## config.mk

```make
export PLATFORM = sky130hd
export DESIGN_NAME = lpt_search_unit
export DESIGN_NICKNAME = d
export VERILOG_FILES = /design/src/rtl/lpt_pkg.sv /design/src/rtl/lpt_key_split.sv /design/src/rtl/lpt_entry_ram.sv /design/src/rtl/lpt_match_encode.sv /design/src/rtl/lpt_search_unit.sv
export SDC_FILE = /design/constraint.sdc
export NUM_CORES = 2
export LEC_CHECK = 0
export BUFFER_PORTS_ARGS = -buffer_cell sky130_fd_sc_hd__buf_4
export CAP_MARGIN = 20
export CORE_UTILIZATION = 50
export CTS_CLUSTER_SIZE = 30
export DETAILED_ROUTE_END_ITERATION = 12
export PLACE_DENSITY = 0.66
export SLEW_MARGIN = 30
export SYNTH_ARGS = -nofsm -noshare
export SYNTH_HDL_FRONTEND = slang
export SYNTH_SLANG_ARGS = --single-unit
```

## constraint.sdc

```tcl
create_clock -name clk -period 5.23 [get_ports clk]
set_input_delay 0.2615 -clock clk [delete_from_list [all_inputs] [get_ports clk]]
set_output_delay 0.2615 -clock clk [all_outputs]
set_load 0.005 [all_outputs]
```

## src/rtl/lpt_pkg.sv

```systemverilog
package lpt_pkg;
  localparam int ADDR_W = 32;
endpackage

```

## src/rtl/lpt_key_split.sv

```systemverilog
module lpt_key_split #(
  parameter int PFX_LEN = 16,
  parameter int IDX_W   = 4
) (
  input  logic [lpt_pkg::ADDR_W-1:0]   addr,
  output logic [IDX_W-1:0]             idx,
  output logic [PFX_LEN-IDX_W-1:0]     rem
);
  localparam int LOW = lpt_pkg::ADDR_W - PFX_LEN;
  // index: the trailing k bits of the top-L slice; remainder: the rest above it
  assign idx = addr[LOW +: IDX_W];
  assign rem = addr[LOW + IDX_W +: PFX_LEN - IDX_W];
endmodule

```

## src/rtl/lpt_entry_ram.sv

```systemverilog
module lpt_entry_ram #(
  parameter int AW = 4,
  parameter int DW = 12
) (
  input  logic          clk,
  input  logic          we,
  input  logic [AW-1:0] waddr,
  input  logic [DW-1:0] wdata,
  input  logic [AW-1:0] raddr,
  output logic [DW-1:0] rdata
);
  localparam int DEPTH = 1 << AW;
  logic [DW-1:0] mem [DEPTH];

  // read-before-write: a read on the write edge returns the old word
  always_ff @(posedge clk) begin
    if (we) mem[waddr] <= wdata;
    rdata <= mem[raddr];
  end
endmodule

```

## src/rtl/lpt_match_encode.sv

```systemverilog
module lpt_match_encode #(
  parameter int ENTRIES = 8,
  localparam int ENT_W = $clog2(ENTRIES)
) (
  input  logic [ENTRIES-1:0] match,
  output logic               hit,
  output logic [ENT_W-1:0]   sel
);
  always_comb begin
    hit = |match;
    sel = '0;
    for (int e = ENTRIES - 1; e >= 0; e--) begin
      if (match[e]) sel = ENT_W'(e);
    end
  end

  logic lower_set;
  always_comb begin
    lower_set = 1'b0;
    for (int e = 0; e < ENTRIES; e++) begin
      if (ENT_W'(e) < sel && match[e]) lower_set = 1'b1;
    end
  end

  always_comb begin
    if (hit) begin
      a_r6_lowest_sel: assert (match[sel] && !lower_set)
        else $error("encoder picked a slot that is not the lowest match");
    end else begin
      a_r10_miss_zero: assert (sel == '0)
        else $error("encoder slot not zero on miss");
    end
  end
endmodule

```

## src/rtl/lpt_search_unit.sv

```systemverilog
module lpt_search_unit #(
  parameter int PFX_LEN = 16,
  parameter int IDX_W   = 4,
  parameter int ENTRIES = 8,
  localparam int ENT_W  = $clog2(ENTRIES)
) (
  input  logic                       clk,
  input  logic                       rst,
  input  logic                       wr_en,
  input  logic [lpt_pkg::ADDR_W-1:0] wr_prefix,
  input  logic [ENT_W-1:0]           wr_entry,
  input  logic                       wr_valid,
  input  logic                       srch_en,
  input  logic [lpt_pkg::ADDR_W-1:0] srch_addr,
  output logic                       res_valid,
  output logic                       res_hit,
  output logic [IDX_W-1:0]           res_table,
  output logic [ENT_W-1:0]           res_entry
);
  localparam int NUM_TABLES = 1 << IDX_W;
  localparam int REM_W      = PFX_LEN - IDX_W;

  // key extraction for both ports
  logic [IDX_W-1:0] w_idx, s_idx;
  logic [REM_W-1:0] w_rem, s_rem;

  lpt_key_split #(.PFX_LEN(PFX_LEN), .IDX_W(IDX_W)) u_wkey (
    .addr(wr_prefix), .idx(w_idx), .rem(w_rem));
  lpt_key_split #(.PFX_LEN(PFX_LEN), .IDX_W(IDX_W)) u_skey (
    .addr(srch_addr), .idx(s_idx), .rem(s_rem));

  // valid flags live in flops so reset can clear them
  logic [ENTRIES-1:0] valid_q [NUM_TABLES];

  always_ff @(posedge clk) begin
    if (rst) begin
      for (int t = 0; t < NUM_TABLES; t++) valid_q[t] <= '0;
    end else if (wr_en) begin
      valid_q[w_idx][wr_entry] <= wr_valid;
    end
  end

  // stage 1: table read
  logic               s1_valid;
  logic [IDX_W-1:0]   s1_idx;
  logic [REM_W-1:0]   s1_rem;
  logic [ENTRIES-1:0] s1_row_valid;

  always_ff @(posedge clk) begin
    if (rst) begin
      s1_valid     <= 1'b0;
      s1_idx       <= '0;
      s1_rem       <= '0;
      s1_row_valid <= '0;
    end else begin
      s1_valid     <= srch_en;
      s1_idx       <= s_idx;
      s1_rem       <= s_rem;
      s1_row_valid <= valid_q[s_idx];
    end
  end

  // one remainder RAM per slot column, all read in the same access
  logic [ENTRIES-1:0] match;

  for (genvar e = 0; e < ENTRIES; e++) begin : g_slot
    logic [REM_W-1:0] slot_rem;
    lpt_entry_ram #(.AW(IDX_W), .DW(REM_W)) u_ram (
      .clk  (clk),
      .we   (wr_en && (wr_entry == ENT_W'(e))),
      .waddr(w_idx),
      .wdata(w_rem),
      .raddr(s_idx),
      .rdata(slot_rem)
    );
    assign match[e] = s1_row_valid[e] && (slot_rem == s1_rem);
  end

  logic             enc_hit;
  logic [ENT_W-1:0] enc_sel;

  lpt_match_encode #(.ENTRIES(ENTRIES)) u_enc (
    .match(match), .hit(enc_hit), .sel(enc_sel));

  // stage 2: registered result
  always_ff @(posedge clk) begin
    if (rst) begin
      res_valid <= 1'b0;
      res_hit   <= 1'b0;
      res_table <= '0;
      res_entry <= '0;
    end else begin
      res_valid <= s1_valid;
      res_hit   <= s1_valid && enc_hit;
      res_table <= s1_idx;
      res_entry <= enc_sel;
    end
  end

  a_r7_two_cycle: assert property (@(posedge clk) disable iff (rst)
    srch_en |=> ##1 res_valid)
    else $error("result missing two clocks after search");
  a_r7_no_spurious: assert property (@(posedge clk) disable iff (rst)
    !srch_en |=> ##1 !res_valid)
    else $error("result without a search");
  a_r1_reset_idle: assert property (@(posedge clk)
    rst |=> !res_valid && !res_hit)
    else $error("result active after reset");
  a_r10_hit_needs_valid: assert property (@(posedge clk) disable iff (rst)
    res_hit |-> res_valid)
    else $error("hit without valid");
  a_r10_miss_entry: assert property (@(posedge clk) disable iff (rst)
    (res_valid && !res_hit) |-> res_entry == '0)
    else $error("non-zero slot on miss");
endmodule

```

# Word-level counts from Yosys, hierarchy flattened
# Memory sizes are Yosys's and may differ from the RTL's. A register that Yosys moved wholly into a read port is not among the register bits.
# Index checks and enable logic that the tools add are counted.
# word_totals
regBits,26
mem_bits_rw,1664
inputBits,72
out_inout_bits,9
mem_count,9
# mem_list
name,words,word_bits,read_ports,rd_clocked_by_memory_dff,write_ports,line,rtl
g_slot[0].u_ram.mem,16,12,1,1,1,lpt_entry_ram.sv:13,logic [DW-1:0] mem [DEPTH];
g_slot[1].u_ram.mem,16,12,1,1,1,lpt_entry_ram.sv:13,
g_slot[2].u_ram.mem,16,12,1,1,1,lpt_entry_ram.sv:13,
g_slot[3].u_ram.mem,16,12,1,1,1,lpt_entry_ram.sv:13,
g_slot[4].u_ram.mem,16,12,1,1,1,lpt_entry_ram.sv:13,
g_slot[5].u_ram.mem,16,12,1,1,1,lpt_entry_ram.sv:13,
3 more memories,-,-,-,-,-,-,
# classes
n_lt_le_gt_ge,2
eq_ne,15
n_mux,33
reduce_logical,24
# ops
cell,count
$eq A12 B12 Y1,8
$mux W8,3
$mux W1,22
$logic_and A1 B1 Y1,18
$reduce_or A8 Y1,2
$eq A3 B3 Y1 const B,4
$mux W3,4
$eq A3 B2 Y1 const B,2
$reduce_or A5 Y1,1
$lt A3 B4 Y1 const B,1
$mux W2,2
$mux W4,1
$demux W1 S3,1
$eq A3 B1 Y1 const B,1
$ge A3 B1 Y1 const B,1
$logic_not A3 Y1,1
$reduce_or A3 Y1,1
$reduce_or A2 Y1,1

# Longest topological paths before layout
# depth
ltp_word,9
ltp_mapped,8
mapped_depth_nobuf,7

# Modules after synthesis
# From an unflattened synthesis, not the netlist that was laid out.
# unflattened
hier_cells,3526
area_unflattened_um2,70178.6
# modules_own_cells
module,instances,cells_each,area_each_um2,seq_area_each_um2
lpt_entry_ram,8,329,7599.8,6005.8
lpt_search_unit,1,849,9058.7,4524.3
lpt_key_split,2,16,120.1,0.0
lpt_match_encode,1,13,81.3,0.0

# Least setup slack after synthesis
# OpenSTA, ideal clock, no wires.
# synth_path
kind,input to register
start,input port srch_addr[16] in the netlist's numbering
end,register g_slot[0].u_ram.rdata[11] (read register of g_slot[0].u_ram.mem)
setup_time_ns,0.134
arrival_time_ns,1.903
slack_ns,3.193
path_stages,5
n_path_buf,3
path_cell_list,clkbuf_1 -> buf_2 -> buf_2 -> mux4_2 -> mux4_2
# synth_rtl
element,line,rtl
"start, declared",lpt_search_unit.sv:14,"input logic [lpt_pkg::ADDR_W-1:0] srch_addr,"
"end, declared",lpt_entry_ram.sv:10,output logic [DW-1:0] rdata

# Worst setup path in the final report
# layout_path
start,register s1_rem[4]
end,register res_entry[0]
# layout_between
elab_chain_len,9
# layout_rtl
element,line,rtl
"start, declared",lpt_search_unit.sv:46,logic [REM_W-1:0] s1_rem;
"start signal, assigned",lpt_search_unit.sv:58,s1_rem <= s_rem;
$eq A12 B12 Y1,lpt_search_unit.sv:76,assign match[e] = s1_row_valid[e] && (slot_rem == s1_rem);
$logic_and A1 B1 Y1,lpt_search_unit.sv:76,
$mux W3 (4 in a row),lpt_match_encode.sv:13,if (match[e]) sel = ENT_W'(e);
$mux W2 (2 in a row),lpt_match_encode.sv:13,
$mux W1,lpt_match_encode.sv:13,
"end signal, assigned",lpt_search_unit.sv:96,res_entry <= enc_sel;
"end, declared",lpt_search_unit.sv:18,output logic [ENT_W-1:0] res_entry
# Parallel ways exist; a longest one is shown, timed or not.
# A chain may end at the register's enable or synchronous reset.

==> results.cfg <==
[min_path]
min_path_type = in2reg
hp-start = wr_prefix[31]
whs_endpoint = g_slot[1].u_ram.mem[0][11]$_DFFE_PP_
holdPathStages = 1

[clock_tree]
cts_setup_buffers = 0
cts-root-buf = clkbuf_16
cts_tree = built
clockBufferDepth = 3
clk-insertion-delay-late_ps = 790
htreeDepth = 4
cts_buffers = 176
clkTransAtPathRegs_ps = 60
clkSinkCount = 1794

[routing]
avgViaCountPerCell = 6.08
dr.first_iter.drc_count = 3600
ant_nets = 0
wl_per_cell_um = 29.5
routed_wl_mm = 156
firstDrtPassIters = 5
vias = 32000
post-route-drc-count = 0

[synthesis]
synth_adder_area_share_pct = 0
synthTopCellsByCount = edfxtp_1, mux4_2, nor3_1, nor2_1
yosys.area.top_type = edfxtp_1
synth_mux_area_share_pct = 17.1
async_flop_share_pct = 0
synth_top_family_by_area = multiplexers
synth-simple-area-share_pct = 3.71
synth_area_leaders = edfxtp_1, mux4_2, dfxtp_1
yosys.cell_count.top_type = edfxtp_1
netlist_area_um2 = 68600
synthCells = 3116
synth_edf_count = 1664
ys_warn_count = 0
synth_flop_cell = edfxtp_1
post_synth.cell_area_avg_um2 = 22.0
synth-seq-area-share_pct = 76.6
synth_xor_area_share_pct = 1.23
syn_nets = 3188
ys_ff_latch = 1794
yosysTopAreaCellShare_pct = 72.8
synth-compound-area-share_pct = 0.0620
ys_types = 28

[die]
ios = 81
row_count = 135
core_um2 = 136000
die_area_um2 = 139000
initial_utilization_pct = 50.5
die_h_um = 372
die_x_um = 372

[setup_path]
reg2regPathDepth = 7
crit_family = simple AND/OR/NAND/NOR gates
critPathKind = reg2reg
path_max_fanout = 8
crit_path_cell_trace = xnor2_1, nand4_1, nor4_1, nor2b_1, o21ba_1, o21bai_1, a21oi_1
cpMaxStageDelayCell = dfxtp_2
reg2reg_slack_ps = 2410
cp_slowest_stage_delay_ps = 890
r2r-end = res_entry[0]$_SDFF_PP0_
arrival_ps = 3500
startpoint_type = flip-flop
crit_path_end_kind = flip-flop
path_buf_inv = 0
r2r_start = s1_rem[4]$_SDFF_PP0_
required_ps = 5910

[grt]
grt_max_degree = 95
grt_pass1_wl_mm = 225
grt_pass1_vias = 32600
antenna_found_initial = 3
grt_overflow = 0
grt_util_all_layers_pct = 22.9

[place]
hpwl_mm = 90.0
place_inst = 4917
io_buffers = 48
gp_congestion = 0.817

[sta]
rsz0062_at_grt = no
worstMarginPinSlew_ps = 1040
fmax_mhz = 355
fin_crit_sh_pct = 53.9
final_hold_viol_count = 0
drv_slew = 0
finClkSkew_ps = 24.2
slew_headroom_pct = 30.5
min_period_ps = 2820
tns_ps = 0
setup_viol_count_final = 0

[cells_and_area]
nNetsFinal = 3409
filler_cell_count = 9658
drive_gt1_share_pct = 31.6
final-seq-area_um2 = 52600
synthToLayoutAreaGrowth_pct = 13.3
multiInputGateArea_um2 = 15300
instances_no_fill = 5266

[flow_run]
cap_viol_max_count = 0

[pwr]
powerDensity_nw_per_um2 = 381
irDropWorstVdd_uv = 289
p_int_mw = 23.5
leakagePower_nw = 24.4
combinationalPowerShare_pct = 4.8
switching_share_pct = 20.6
sequentialPowerShare_pct = 53.9
clkPwrFrac_pct = 41.3
p_sw_mw = 6.12

[status]
status = completed
flip-flops by register name (all words and copies together) (netlist names):
register            flops
s1_idx                  4
res_hit                 1
s1_rem                 12
g_slot.u_ram.mem     1536
s1_valid                1
res_entry               3
valid_q               128
s1_row_valid            8
g_slot.u_ram.rdata     96
res_valid               1
res_table               4
logic make-up (layout without fill, tap and decap cells):
family          count (synthesis)  in the layout
mux                           520            520
simple gates                  498            498
flops                        1794           1794
xor+xnor                       96             96
compound gates                  6              6
other cells                     0              1
buf+inv                       202            570
metal layers:
layer	vias up	global-route usage (%)	part of all wire [%]
li1	13300	-	-
met1	17000	33.3	41
met2	1456	35.2	47
met3	235	5.01	9.1
met4	2	6.58	2.4
met5	-	0	0.0077
worst reg2reg max path: cells and delay by family, from the launching register on:
kind	cells	cell delay, ps
flops	1	890
xor+xnor	1	220
simple gates	3	1140
compound gates	3	460
power by group through the flow:
stage                     Combinational, mW  Clock (mW)  Sequential (mW)
after floorplan                       0.886           0             16.2
after global placement                 1.38           0             16.3
after detailed placement               1.41           0             16.3
after CTS                              1.43        12.4             16.0
after global routing                   1.51        13.0             16.0
final                                  1.42        12.2             16.0
metrics by stage:
step	area (um2)	setup WS, ps	utilization, %	hold slack, ps	power, mW
6_report	77800	2410	57.3	1.86	29.6
5_1_grt	77800	2350	57.3	6.08	30.5
4_1_cts	77700	2470	57.2	2.60	29.8
3_5_place_dp	71900	2230	52.9	430	17.7
3_3_place_gp	71800	2170	52.9	419	17.6
2_1_floorplan	68600	3190	-	360	17.1
layout by cell type, fill, tap and decap left out, types with 2 or more instances in the layout:
cell type      synthesis  routed
buf_12                 0      12
buf_4                 11     204
buf_6                  5       2
buf_8                  0       3
bufinv_16              0       8
clkbuf_1             130      42
clkbuf_16              0     186
clkbuf_8               0      10
clkinv_1               0      34
clkinv_2               0      30
clkinv_4               0       3
clkinv_8               0       2
clkinvlp_4             0       8
dfxtp_1              130     122
dfxtp_2                0       8
dlygate4sd3_1          0      22
edfxtp_1            1664    1664
inv_6                  0       2
mux4_2               520     520
nand2_1               15      15
nand3_1               25      25
nand4_1               12      12
nor2_1               134     101
nor2_2                 0      30
nor2_4                 0       3
nor2b_1               38      38
nor3_1               135     135
nor4_1                 8       7
or2_1                 63      63
or2_2                 66      66
xnor2_1               72      72
xor2_1                24      24
worst max-delay path by stage:
stage	startpoint	end	slack, ps	cells past startpoint
floorplan	srch_addr[16]	g_slot[0].u_ram.rdata[11]$_DFF_P_	3190	5
global placement	wr_prefix[19]	valid_q[11][4]$_SDFFCE_PN0P_	2170	5
detailed placement	wr_entry[2]	g_slot[5].u_ram.mem[2][1]$_DFFE_PP_	2230	6
CTS	s1_rem[9]$_SDFF_PP0_	res_entry[2]$_SDFF_PP0_	2470	7
global route	s1_rem[0]$_SDFF_PP0_	res_entry[2]$_SDFF_PP0_	2350	7
finish	s1_rem[4]$_SDFF_PP0_	res_entry[0]$_SDFF_PP0_	2410	7
what timing repair did:
| action | in CTS | in global routing |
|---|---|---|
| hold endpoints to repair | 93 | 0 |
| gates resized for setup | 0 | 0 |
| hold buffers | 22 | 0 |
area by class of cell:
class / count / share of cell area, %
flip-flops and latches: 1794 / 67.6
multi-input cells: 1120 / 19.6
clock buffers: 238 / 6.37
well taps: 1781 / 2.87
repair buffers: 244 / 2.68
clock inverters: 87 / 0.842
inverters: 1 / 0.00483
diodes: 1 / 0.00322
No activity file was read; power rests on OpenSTA's default activity.
